--- src/rtl/uart_rb_pkg.sv ---
package uart_rb_pkg;

    localparam int BYTE_W = 8;
    localparam int OFS_W  = 3;
    localparam int DIV_W  = 2 * BYTE_W;
    localparam int NIB_W  = 4;

    typedef enum logic [OFS_W-1:0] {
        OFS_DATA  = 3'd0,
        OFS_IEN   = 3'd1,
        OFS_IDFC  = 3'd2,
        OFS_LINE  = 3'd3,
        OFS_MODEM = 3'd4,
        OFS_LSTAT = 3'd5,
        OFS_MSTAT = 3'd6,
        OFS_SCR   = 3'd7
    } ofs_e;

    // bit 7 down to bit 0 of the line control byte
    typedef struct packed {
        logic       dlab;
        logic       brk;
        logic       stick;
        logic       even;
        logic       par_en;
        logic       stop2;
        logic [1:0] wlen;
    } line_ctl_t;

    typedef struct packed {
        logic wr_data;
        logic rd_data;
        logic wr_ien;
        logic wr_dll;
        logic wr_dlh;
        logic wr_fcr;
        logic wr_lcr;
        logic wr_mcr;
        logic wr_scr;
        logic rd_lsr;
        logic rd_msr;
    } strobe_t;

    typedef enum logic [2:0] {
        CAUSE_MODEM = 3'b000,
        CAUSE_TX    = 3'b001,
        CAUSE_RX    = 3'b010,
        CAUSE_LINE  = 3'b011
    } cause_e;

    function automatic logic [3:0] trig_depth(input logic [1:0] sel);
        case (sel)
            2'd0:    return 4'd1;
            2'd1:    return 4'd4;
            2'd2:    return 4'd8;
            default: return 4'd14;
        endcase
    endfunction

endpackage

--- src/rtl/uart_rb_decode.sv ---
module uart_rb_decode
    import uart_rb_pkg::*;
(
    input  logic [OFS_W-1:0] addr,
    input  logic             wr,
    input  logic             rd,
    input  logic             dlab,
    output strobe_t          stb
);
    ofs_e ofs;
    assign ofs = ofs_e'(addr);

    always_comb begin
        stb = '0;
        unique case (ofs)
            OFS_DATA: begin
                stb.wr_dll  = wr &  dlab;
                stb.wr_data = wr & ~dlab;
                stb.rd_data = rd & ~dlab;
            end
            OFS_IEN: begin
                stb.wr_dlh = wr &  dlab;
                stb.wr_ien = wr & ~dlab;
            end
            OFS_IDFC:  stb.wr_fcr = wr;
            OFS_LINE:  stb.wr_lcr = wr;
            OFS_MODEM: stb.wr_mcr = wr;
            OFS_LSTAT: stb.rd_lsr = rd;
            OFS_MSTAT: stb.rd_msr = rd;
            OFS_SCR:   stb.wr_scr = wr;
        endcase
    end
endmodule

--- src/rtl/uart_rb_baud.sv ---
module uart_rb_baud #(
    parameter int CNT_W = 16
) (
    input  logic             clk,
    input  logic             rst,
    input  logic [CNT_W-1:0] divisor,
    input  logic             restart,
    output logic             tick
);
    logic [CNT_W-1:0] cnt_q;
    logic             stopped;
    logic             wrap;

    assign stopped = (divisor == '0);
    assign wrap    = (cnt_q >= divisor - CNT_W'(1));

    always_ff @(posedge clk) begin
        if (rst) begin
            cnt_q <= '0;
            tick  <= 1'b0;
        end else if (restart || stopped) begin
            cnt_q <= '0;
            tick  <= 1'b0;
        end else if (wrap) begin
            cnt_q <= '0;
            tick  <= 1'b1;
        end else begin
            cnt_q <= cnt_q + CNT_W'(1);
            tick  <= 1'b0;
        end
    end
endmodule

--- src/rtl/uart_rb_modem.sv ---
module uart_rb_modem
    import uart_rb_pkg::*;
(
    input  logic             clk,
    input  logic             rst,
    input  logic [NIB_W-1:0] pins,
    input  logic             rd_clr,
    output logic [BYTE_W-1:0] status
);
    logic [NIB_W-1:0] level_q;
    logic [NIB_W-1:0] delta_q;
    logic [NIB_W-1:0] change;

    assign change = pins ^ level_q;

    always_ff @(posedge clk) begin
        if (rst) begin
            level_q <= '0;
            delta_q <= '0;
        end else begin
            level_q <= pins;
            delta_q <= (rd_clr ? '0 : delta_q) | change;
        end
    end

    assign status = {level_q, delta_q};
endmodule

--- src/rtl/uart_rb_intr.sv ---
module uart_rb_intr
    import uart_rb_pkg::*;
#(
    parameter int LVL_W = 5
) (
    input  logic [NIB_W-1:0]  ien,
    input  logic              fifo_en,
    input  logic [1:0]        trig_sel,
    input  logic [LVL_W-1:0]  rx_level,
    input  logic              rx_ready,
    input  logic              thr_empty,
    input  logic [NIB_W-1:0]  line_err,
    input  logic [NIB_W-1:0]  modem_delta,
    input  logic              gate,
    output logic [BYTE_W-1:0] ident,
    output logic              irq
);
    logic [LVL_W-1:0] thresh;
    logic             rx_cond;
    logic             p_line, p_rx, p_tx, p_modem, any;
    cause_e           cause;

    assign thresh  = LVL_W'(trig_depth(trig_sel));
    assign rx_cond = fifo_en ? (rx_level >= thresh) : rx_ready;

    assign p_line  = ien[2] & (|line_err);
    assign p_rx    = ien[0] & rx_cond;
    assign p_tx    = ien[1] & thr_empty;
    assign p_modem = ien[3] & (|modem_delta);
    assign any     = p_line | p_rx | p_tx | p_modem;

    always_comb begin
        if (p_line)      cause = CAUSE_LINE;
        else if (p_rx)   cause = CAUSE_RX;
        else if (p_tx)   cause = CAUSE_TX;
        else             cause = CAUSE_MODEM;
    end

    assign ident = {{2{fifo_en}}, 2'b00, cause, ~any};
    assign irq   = gate & any;
endmodule

--- src/rtl/uart_regbank.sv ---
module uart_regbank
    import uart_rb_pkg::*;
#(
    parameter int FIFO_DEPTH = 16,
    localparam int LVL_W = $clog2(FIFO_DEPTH + 1)
) (
    input  logic              clk,
    input  logic              rst,
    input  logic [OFS_W-1:0]  bus_addr,
    input  logic              bus_wr,
    input  logic              bus_rd,
    input  logic [BYTE_W-1:0] bus_wdata,
    output logic [BYTE_W-1:0] bus_rdata,
    output logic              tx_push,
    output logic [BYTE_W-1:0] tx_data,
    input  logic              tx_empty,
    input  logic              tx_idle,
    output logic              rx_pop,
    input  logic [BYTE_W-1:0] rx_data,
    input  logic              rx_empty,
    input  logic [LVL_W-1:0]  rx_level,
    input  logic              rx_brk,
    input  logic              rx_ferr,
    input  logic              rx_perr,
    input  logic              rx_oerr,
    output logic              fifo_en,
    output logic [1:0]        rx_trig,
    output logic              rx_clr,
    output logic              tx_clr,
    output logic [1:0]        word_len,
    output logic              stop2,
    output logic              par_en,
    output logic              par_even,
    output logic              par_stick,
    output logic              send_break,
    output logic              baud_tick,
    input  logic              cts,
    input  logic              dsr,
    input  logic              ri,
    input  logic              dcd,
    output logic              dtr,
    output logic              rts,
    output logic              out1,
    output logic              out2,
    output logic              irq
);
    strobe_t            stb;
    line_ctl_t          lcr_q;
    logic [NIB_W-1:0]   ien_q;
    logic [NIB_W-1:0]   mcr_q;
    logic [BYTE_W-1:0]  scr_q;
    logic [DIV_W-1:0]   div_q;
    logic               fen_q;
    logic [1:0]         trig_q;
    logic               rxclr_q, txclr_q;
    logic [NIB_W-1:0]   lerr_q;
    logic [NIB_W-1:0]   err_in;
    logic [BYTE_W-1:0]  lsr;
    logic [BYTE_W-1:0]  msr;
    logic [BYTE_W-1:0]  iir;

    uart_rb_decode u_dec (
        .addr (bus_addr),
        .wr   (bus_wr),
        .rd   (bus_rd),
        .dlab (lcr_q.dlab),
        .stb  (stb)
    );

    // configuration and control state
    always_ff @(posedge clk) begin
        if (rst) begin
            lcr_q   <= '0;
            ien_q   <= '0;
            mcr_q   <= '0;
            scr_q   <= '0;
            div_q   <= DIV_W'(1);
            fen_q   <= 1'b0;
            trig_q  <= '0;
            rxclr_q <= 1'b0;
            txclr_q <= 1'b0;
        end else begin
            if (stb.wr_lcr) lcr_q <= line_ctl_t'(bus_wdata);
            if (stb.wr_ien) ien_q <= bus_wdata[NIB_W-1:0];
            if (stb.wr_mcr) mcr_q <= bus_wdata[NIB_W-1:0];
            if (stb.wr_scr) scr_q <= bus_wdata;
            if (stb.wr_dll) div_q[BYTE_W-1:0]     <= bus_wdata;
            if (stb.wr_dlh) div_q[DIV_W-1:BYTE_W] <= bus_wdata;
            if (stb.wr_fcr) begin
                fen_q  <= bus_wdata[0];
                trig_q <= bus_wdata[7:6];
            end
            rxclr_q <= stb.wr_fcr & bus_wdata[1];
            txclr_q <= stb.wr_fcr & bus_wdata[2];
        end
    end

    // sticky receive errors: {break, framing, parity, overrun}
    assign err_in = {rx_brk, rx_ferr, rx_perr, rx_oerr};

    always_ff @(posedge clk) begin
        if (rst) lerr_q <= '0;
        else     lerr_q <= (stb.rd_lsr ? '0 : lerr_q) | err_in;
    end

    assign lsr = {1'b0, tx_empty & tx_idle, tx_empty, lerr_q, ~rx_empty};

    uart_rb_modem u_modem (
        .clk    (clk),
        .rst    (rst),
        .pins   ({dcd, ri, dsr, cts}),
        .rd_clr (stb.rd_msr),
        .status (msr)
    );

    uart_rb_intr #(.LVL_W(LVL_W)) u_intr (
        .ien         (ien_q),
        .fifo_en     (fen_q),
        .trig_sel    (trig_q),
        .rx_level    (rx_level),
        .rx_ready    (~rx_empty),
        .thr_empty   (tx_empty),
        .line_err    (lerr_q),
        .modem_delta (msr[NIB_W-1:0]),
        .gate        (mcr_q[3]),
        .ident       (iir),
        .irq         (irq)
    );

    uart_rb_baud #(.CNT_W(DIV_W)) u_baud (
        .clk     (clk),
        .rst     (rst),
        .divisor (div_q),
        .restart (stb.wr_dll | stb.wr_dlh),
        .tick    (baud_tick)
    );

    // read mux
    always_comb begin
        unique case (ofs_e'(bus_addr))
            OFS_DATA:  bus_rdata = lcr_q.dlab ? div_q[BYTE_W-1:0] : rx_data;
            OFS_IEN:   bus_rdata = lcr_q.dlab ? div_q[DIV_W-1:BYTE_W]
                                              : {{(BYTE_W-NIB_W){1'b0}}, ien_q};
            OFS_IDFC:  bus_rdata = iir;
            OFS_LINE:  bus_rdata = lcr_q;
            OFS_MODEM: bus_rdata = {{(BYTE_W-NIB_W){1'b0}}, mcr_q};
            OFS_LSTAT: bus_rdata = lsr;
            OFS_MSTAT: bus_rdata = msr;
            OFS_SCR:   bus_rdata = scr_q;
        endcase
    end

    assign tx_push    = stb.wr_data;
    assign tx_data    = bus_wdata;
    assign rx_pop     = stb.rd_data;
    assign fifo_en    = fen_q;
    assign rx_trig    = trig_q;
    assign rx_clr     = rxclr_q;
    assign tx_clr     = txclr_q;
    assign word_len   = lcr_q.wlen;
    assign stop2      = lcr_q.stop2;
    assign par_en     = lcr_q.par_en;
    assign par_even   = lcr_q.even;
    assign par_stick  = lcr_q.stick;
    assign send_break = lcr_q.brk;
    assign dtr        = mcr_q[0];
    assign rts        = mcr_q[1];
    assign out1       = mcr_q[2];
    assign out2       = mcr_q[3];
endmodule

--- config.mk ---
export PLATFORM = sky130hd
export DESIGN_NAME = uart_regbank
export DESIGN_NICKNAME = d
export VERILOG_FILES = /design/src/rtl/uart_rb_pkg.sv /design/src/rtl/uart_rb_decode.sv /design/src/rtl/uart_rb_baud.sv /design/src/rtl/uart_rb_modem.sv /design/src/rtl/uart_rb_intr.sv /design/src/rtl/uart_regbank.sv
export SDC_FILE = /design/constraint.sdc
export NUM_CORES = 1
export LEC_CHECK = 0
export ABC_CLOCK_PERIOD_IN_PS = 5390
export BUFFER_PORTS_ARGS = -buffer_cell sky130_fd_sc_hd__buf_4
export CORE_MARGIN = 5
export CORE_UTILIZATION = 40
export DETAILED_ROUTE_END_ITERATION = 7
export SETUP_SLACK_MARGIN = 0.3
export SLEW_MARGIN = 30
export SYNTH_ARGS = -nofsm -noshare
export SYNTH_HDL_FRONTEND = slang
export SYNTH_SLANG_ARGS = --single-unit
--- constraint.sdc ---
create_clock -name clk -period 5.39 [get_ports clk]
set_clock_uncertainty 0.2 [all_clocks]
set_input_delay 1.078 -clock clk [delete_from_list [all_inputs] [get_ports clk]]
set_output_delay 1.078 -clock clk [all_outputs]
set_load 0.05 [all_outputs]
Yosys cells after proc, flatten, opt, wreduce, memory -nomap -nowiden
Index checks and enable logic that the tools add are counted.
{"block": "word_totals", "register_bits": 74, "latch_bits": 0, "ramBits": 0, "romBits": 0, "in_bits": 39, "wordCells": 84, "n_memories": 0}
{"block": "op_classes", "add_sub_neg": 2, "n_mul": 0, "div_mod_pow": 0, "magnitude_cmp": 2, "eq_ne": 9, "n_shift": 0, "muxes": 21, "bitwise_logic": 21, "n_reduce_logical": 8}
{"cell": "$pmux 8 s8", "count": 1}
{"cell": "$add 16x1->16 const B", "count": 1}
{"cell": "$ge 16x16->1", "count": 1}
{"cell": "$logic_not 16->1", "count": 1}
{"cell": "$mux 8", "count": 2}
{"cell": "$sub 16x1->16 const B", "count": 1}
{"cell": "$eq 3x3->1 const B", "count": 4}
{"cell": "$mux 1", "count": 12}
{"cell": "$pmux 4 s3", "count": 1}
{"cell": "$and 1x1->1", "count": 11}
{"cell": "$mux 4", "count": 2}
{"cell": "$or 4x4->4", "count": 2}
{"cell": "$reduce_or 4->1", "count": 2}
{"cell": "$eq 3x2->1 const B", "count": 2}
{"cell": "$mux 3", "count": 2}
{"cell": "$ge 5x4->1", "count": 1}
{"cell": "$or 1x1->1", "count": 4}
{"cell": "$xor 4x4->4", "count": 1}
{"cell": "$eq 3x1->1 const B", "count": 1}
{"cell": "$logic_not 3->1", "count": 1}
{"cell": "$not 1->1", "count": 3}
{"cell": "$reduce_or 3->1", "count": 1}
{"cell": "$eq 2x1->1 const B", "count": 1}
{"cell": "$eq 2x2->1 const B", "count": 1}
{"cell": "4 further kinds", "count": 4}

Longest topological paths before layout
{"block": "depth", "depth_word": 10, "ltp_mapped": 14}

Cells and area by module
Synthesis repeated with hierarchy kept, for this count alone.
{"block": "hier_totals", "hier_cells": 502, "area_unflattened_um2": 4526.8}
{"mod": "uart_regbank", "instances": 1, "cells_per_inst": 268, "area_per_inst_um2": 2479.9, "seq_area_each_um2": 980.9}
{"mod": "uart_rb_baud", "instances": 1, "cells_per_inst": 160, "area_per_inst_um2": 1413.9, "seq_area_each_um2": 340.3}
{"mod": "uart_rb_modem", "instances": 1, "cells_per_inst": 24, "area_per_inst_um2": 265.3, "seq_area_each_um2": 160.2}
{"mod": "uart_rb_intr", "instances": 1, "cells_per_inst": 32, "area_per_inst_um2": 234.0, "seq_area_each_um2": 0.0}
{"mod": "uart_rb_decode", "instances": 1, "cells_per_inst": 18, "area_per_inst_um2": 133.9, "seq_area_each_um2": 0.0}

Worst setup path before layout
No wires, ideal clock.
{"block": "synth_timing", "path_kind": "input -> output", "startpoint": "in bus_addr[1]", "endpoint": "out bus_rdata[4]", "arrival_time_ps": 3162, "t_required_ps": 4112, "setup_slack_ps": 950, "cell_stages": 5, "path_buffers": 3, "path_cell_list": "buf_2 buf_2 buf_1 a31oi_1 a221oi_1"}
{"block": "synth_between", "elab_chain_cells": 2, "elab_cells_between_ends": 9}
{"element": "from (decl)", "line": "uart_regbank.sv:9", "rtl": "input logic [OFS_W-1:0] bus_addr,"}
{"element": "$eq 3x3->1 (tied with other cells)", "line": "uart_regbank.sv:140", "rtl": "unique case (ofs_e'(bus_addr))"}
{"element": "$pmux 8 s8 *", "line": "uart_regbank.sv:140"}
{"element": "to (decl)", "line": "uart_regbank.sv:13", "rtl": "output logic [BYTE_W-1:0] bus_rdata,"}
Mark *: on every way between the ends. The rest lies on a longest branch, timed or not.

Worst setup path in the final report
{"block": "layout_timing", "startpoint": "in rx_level[3]", "endpoint": "out bus_rdata[0]"}
{"block": "layout_between", "elab_chain_cells": 8}
{"element": "from (decl)", "line": "uart_regbank.sv:21", "rtl": "input logic [LVL_W-1:0] rx_level,"}
{"element": "$ge 5x4->1", "line": "uart_rb_intr.sv:24", "rtl": "assign rx_cond = fifo_en ? (rx_level >= thresh) : rx_ready;"}
{"element": "$mux 1", "line": "uart_rb_intr.sv:24"}
{"element": "$and 1x1->1", "line": "uart_rb_intr.sv:27", "rtl": "assign p_rx = ien[0] & rx_cond;"}
{"element": "$or 1x1->1 (3 in a row)", "line": "uart_rb_intr.sv:30", "rtl": "assign any = p_line | p_rx | p_tx | p_modem;"}
{"element": "$not 1->1", "line": "uart_rb_intr.sv:39", "rtl": "assign ident = {{2{fifo_en}}, 2'b00, cause, ~any};"}
{"element": "$pmux 8 s8", "line": "uart_regbank.sv:140"}
No other way between the ends.

==> summary.md <==
| Metric | Value |
|---|---|
| Status | `finished clean` |
| Yosys warns | `0` |
| Post-synthesis sequential area ratio | `0.344` |
| Period minus WS final | `3960 ps` |
| Switching Share | `0.294` |
| Critical path data required time | `4110 ps` |
| Final worst path period share | `0.734` |
| CTS resizes | `0` |
| Gpl congestion | `0.870` |
| Reg2reg end | `u_baud.cnt_q[0]` |
| Ys async rst share | `0` |
| Hold Vio Cnt, Final | `0` |
| First-pass GRT wire length | `20000 um` |
| Die Span Y | `114 um` |
| I/O pin cnt | `75` |
| WHS Path Cells | `2` |
| Total GRT Usage | `0.196` |
| Startpoint types | `input port` |
| Total core area | `10400 um^2` |
| DRT iter0 DRCs | `321` |
| R2R depth | `10` |
| Max Slew Vio Count | `0` |
| Drt total wl | `12300 um` |
| WL/cell | `17.4 um` |
| Post-route cell area | `5070 um^2` |
| Rel. slew slack | `0.505` |
| Die Wd | `114 um` |
| Number of distinct library cells after synthesis | `59` |
| P&R area growth vs syn | `17.9%` |
| Hold Slack | `262 ps` |
| P_int | `0.841 mW` |
| Area of the multi-input gates | `2630 um^2` |
| Clk Latency, worst-skew pair | `360 ps` |
| CTS H-tree depth | `3` |
| Post-layout util | `0.487` |
| Number of diodes | `0` |
| Leak | `2.02 nW` |
| Hold buffers post-CTS | `0` |
| Clock power frac | `0.369` |
| Cells after Synth | `514` |
| Max Freq | `253 MHz` |
| Max rail drop VDD | `0.000150 V` |
| Seq pwr share | `0.480` |
| Layout cells sized above 1 | `0.195` |
| Register bit total from synthesis | `74` |
| Final setup violation count | `0` |
| Max Cap Viol | `0` |
| Fillers | `1028` |
| Setup TNS | `0 ps` |
| Post-synth EDFFs | `0` |
| Initial antenna violation count | `0` |
| Antenna Nets Post-Route | `0` |
| Part of the power in combinational logic | `0.151` |
| Syn Nets | `575` |
| Placement row count | `37` |
| Pre-CTS setup slack | `1400 ps` |
| Vias in the first global route | `3826` |
| Pwr Density | `235 nW/um^2` |
| CP Class | `in -> out` |
| IO Port Bufs | `74` |
| Worst-path fanout max | `3` |
| Dpl cells | `690` |
| Fin worst setup slack | `1430 ps` |
| Tightest Pin Transition | `742 ps` |
| Num CTS Buffers | `9` |
| Commonest non-fill, non-tap cell in the layout | `nand2_1` |
| Non-Filler Instances | `706` |
| Syn Area/Cell | `8.37 um^2` |
| Worst hold path endpoint | `scr_q[4]` |
| Clock tree root buffer cell | `clkbuf_8` |
| # clock sinks | `74` |
| Mapped Area | `4300 um^2` |
| Synth Flop Type | `dfxtp_1` |
| GRT overflow | `0` |
| DP Wirelength | `9150 um` |
| Pwr Total | `1.19 mW` |
| Placed Area | `4880 um^2` |
| Initial Utilization | `0.413` |
| Worst Setup End Kind | `output port` |
| Post-CTS Setup Bufs | `0` |
| Post-route DRC | `0` |
| HP Start | `scr_q[4]` |
| DRT Pass-1 Iters | `4` |
| DR vias/cell | `5.40` |
| Die Footprint | `12900 um^2` |
| CP Data Arrival Time | `2680 ps` |
| Worst hold path class | `reg -> reg` |
| Nets | `626` |
| Flop2flop setup slack | `1900 ps` |
| Register area | `1480 um^2` |
| CTS tree | `built` |
| RSZ-0062 raised after global routing | `false` |
| Largest net degree at the start of global routing | `58` |
| P_sw | `0.350 mW` |
| CTS clk-pin slew, worst paths | `80 ps` |
| Most frequent cells in the layout | `77 x nand2_1, 74 x buf_4, 73 x dfxtp_1, 57 x nor2_1, 50 x a21oi_1` |
| Clock buffer depth | `2` |
| Worst r2r src | `div_q[2]` |
| Total number of vias | `3810` |
synth_stat cells (3+ instances only):
| master | number | area share |
|---|---|---|
| xor2_1 | 15 | 0.031 |
| a211oi_1 | 3 | 0.0052 |
| xnor2_1 | 17 | 0.035 |
| nor3_1 | 8 | 0.0093 |
| a221oi_1 | 5 | 0.010 |
| mux2i_1 | 32 | 0.074 |
| a21oi_1 | 50 | 0.058 |
| nand2_1 | 77 | 0.067 |
| a211o_1 | 3 | 0.0061 |
| and3_1 | 5 | 0.0073 |
| nor2_1 | 57 | 0.050 |
| buf_4 | 8 | 0.014 |
| nand4b_1 | 3 | 0.0061 |
| ha_1 | 22 | 0.064 |
| nand2b_1 | 3 | 0.0044 |
| dfxtp_1 | 74 | 0.34 |
| mux2_2 | 7 | 0.018 |
| clkbuf_1 | 15 | 0.013 |
| inv_1 | 12 | 0.010 |
| a31oi_1 | 3 | 0.0044 |
| o211ai_1 | 3 | 0.0052 |
| nand3_1 | 10 | 0.012 |
| nor2b_1 | 9 | 0.013 |
| buf_2 | 9 | 0.010 |
| nand4_1 | 6 | 0.0087 |
| nor4_1 | 8 | 0.012 |
| o21ai_0 | 5 | 0.0058 |
logic make-up (layout without fill, tap and decap cells):
logic type / Yosys count / in the layout / synth area share
compound gates: 92 / 92 / 0.136
fa+ha+maj: 22 / 22 / 0.0640
xor+xnor: 32 / 32 / 0.0651
buf+inv: 46 / 102 / 0.0497
simple gates: 207 / 207 / 0.238
flops: 74 / 74 / 0.344
mux: 41 / 41 / 0.103
flip-flops by register name, summed over array words and instances, names as in the netlist:
signal	flops
div_q	16
fifo_en	1
ien_q	4
lcr_q	1
lerr_q	4
mcr_q	4
par_en	1
par_even	1
par_stick	1
rx_clr	1
rx_trig	2
scr_q	8
send_break	1
stop2	1
tx_clr	1
u_baud.cnt_q	16
u_baud.tick	1
u_modem.delta_q	4
u_modem.level_q	4
word_len	2
critical path, stage by stage:
cell,delay [ps]
buf_4,110
ha_1,270
nor4b_1,350
a211oi_1,120
nand2_1,140
a31oi_1,130
a21oi_1,230
buf_4,250
layer usage:
layer  track usage  wire length [um]  up-vias
li1              -                 -     1903
met1         0.243              5330     1796
met2         0.325              6090       91
met3        0.0477               571       20
met4        0.0809               277        0
met5             0                 0        -
power groups by stage:
| stage | registers [mW] | logic (mW) | clock network [mW] |
|---|---|---|---|
| 2_1_floorplan | 0.588 | 0.108 | 0 |
| 3_3_place_gp | 0.584 | 0.178 | 0 |
| 3_5_place_dp | 0.584 | 0.181 | 0 |
| 4_1_cts | 0.571 | 0.181 | 0.449 |
| 5_1_grt | 0.573 | 0.194 | 0.470 |
| 6_report | 0.571 | 0.180 | 0.439 |
how the worst max path moves through the flow:
stage                start           end  cells after the start
2_1_floorplan  bus_addr[1]  bus_rdata[4]                      5
3_3_place_gp   rx_level[3]  bus_rdata[0]                      8
3_5_place_dp   rx_level[3]  bus_rdata[1]                      8
4_1_cts        rx_level[3]  bus_rdata[1]                      8
5_1_grt        rx_level[3]  bus_rdata[1]                      8
6_report       rx_level[3]  bus_rdata[0]                      8
area by class of cell:
class,count,area share
inverter,12,0.00888
multi-input combinational,394,0.518
clock inverter,5,0.0126
clock buffer,11,0.0259
tap,136,0.0335
sequential,74,0.292
timing repair buffer,74,0.109
Power figures use the tool's default switching activity.
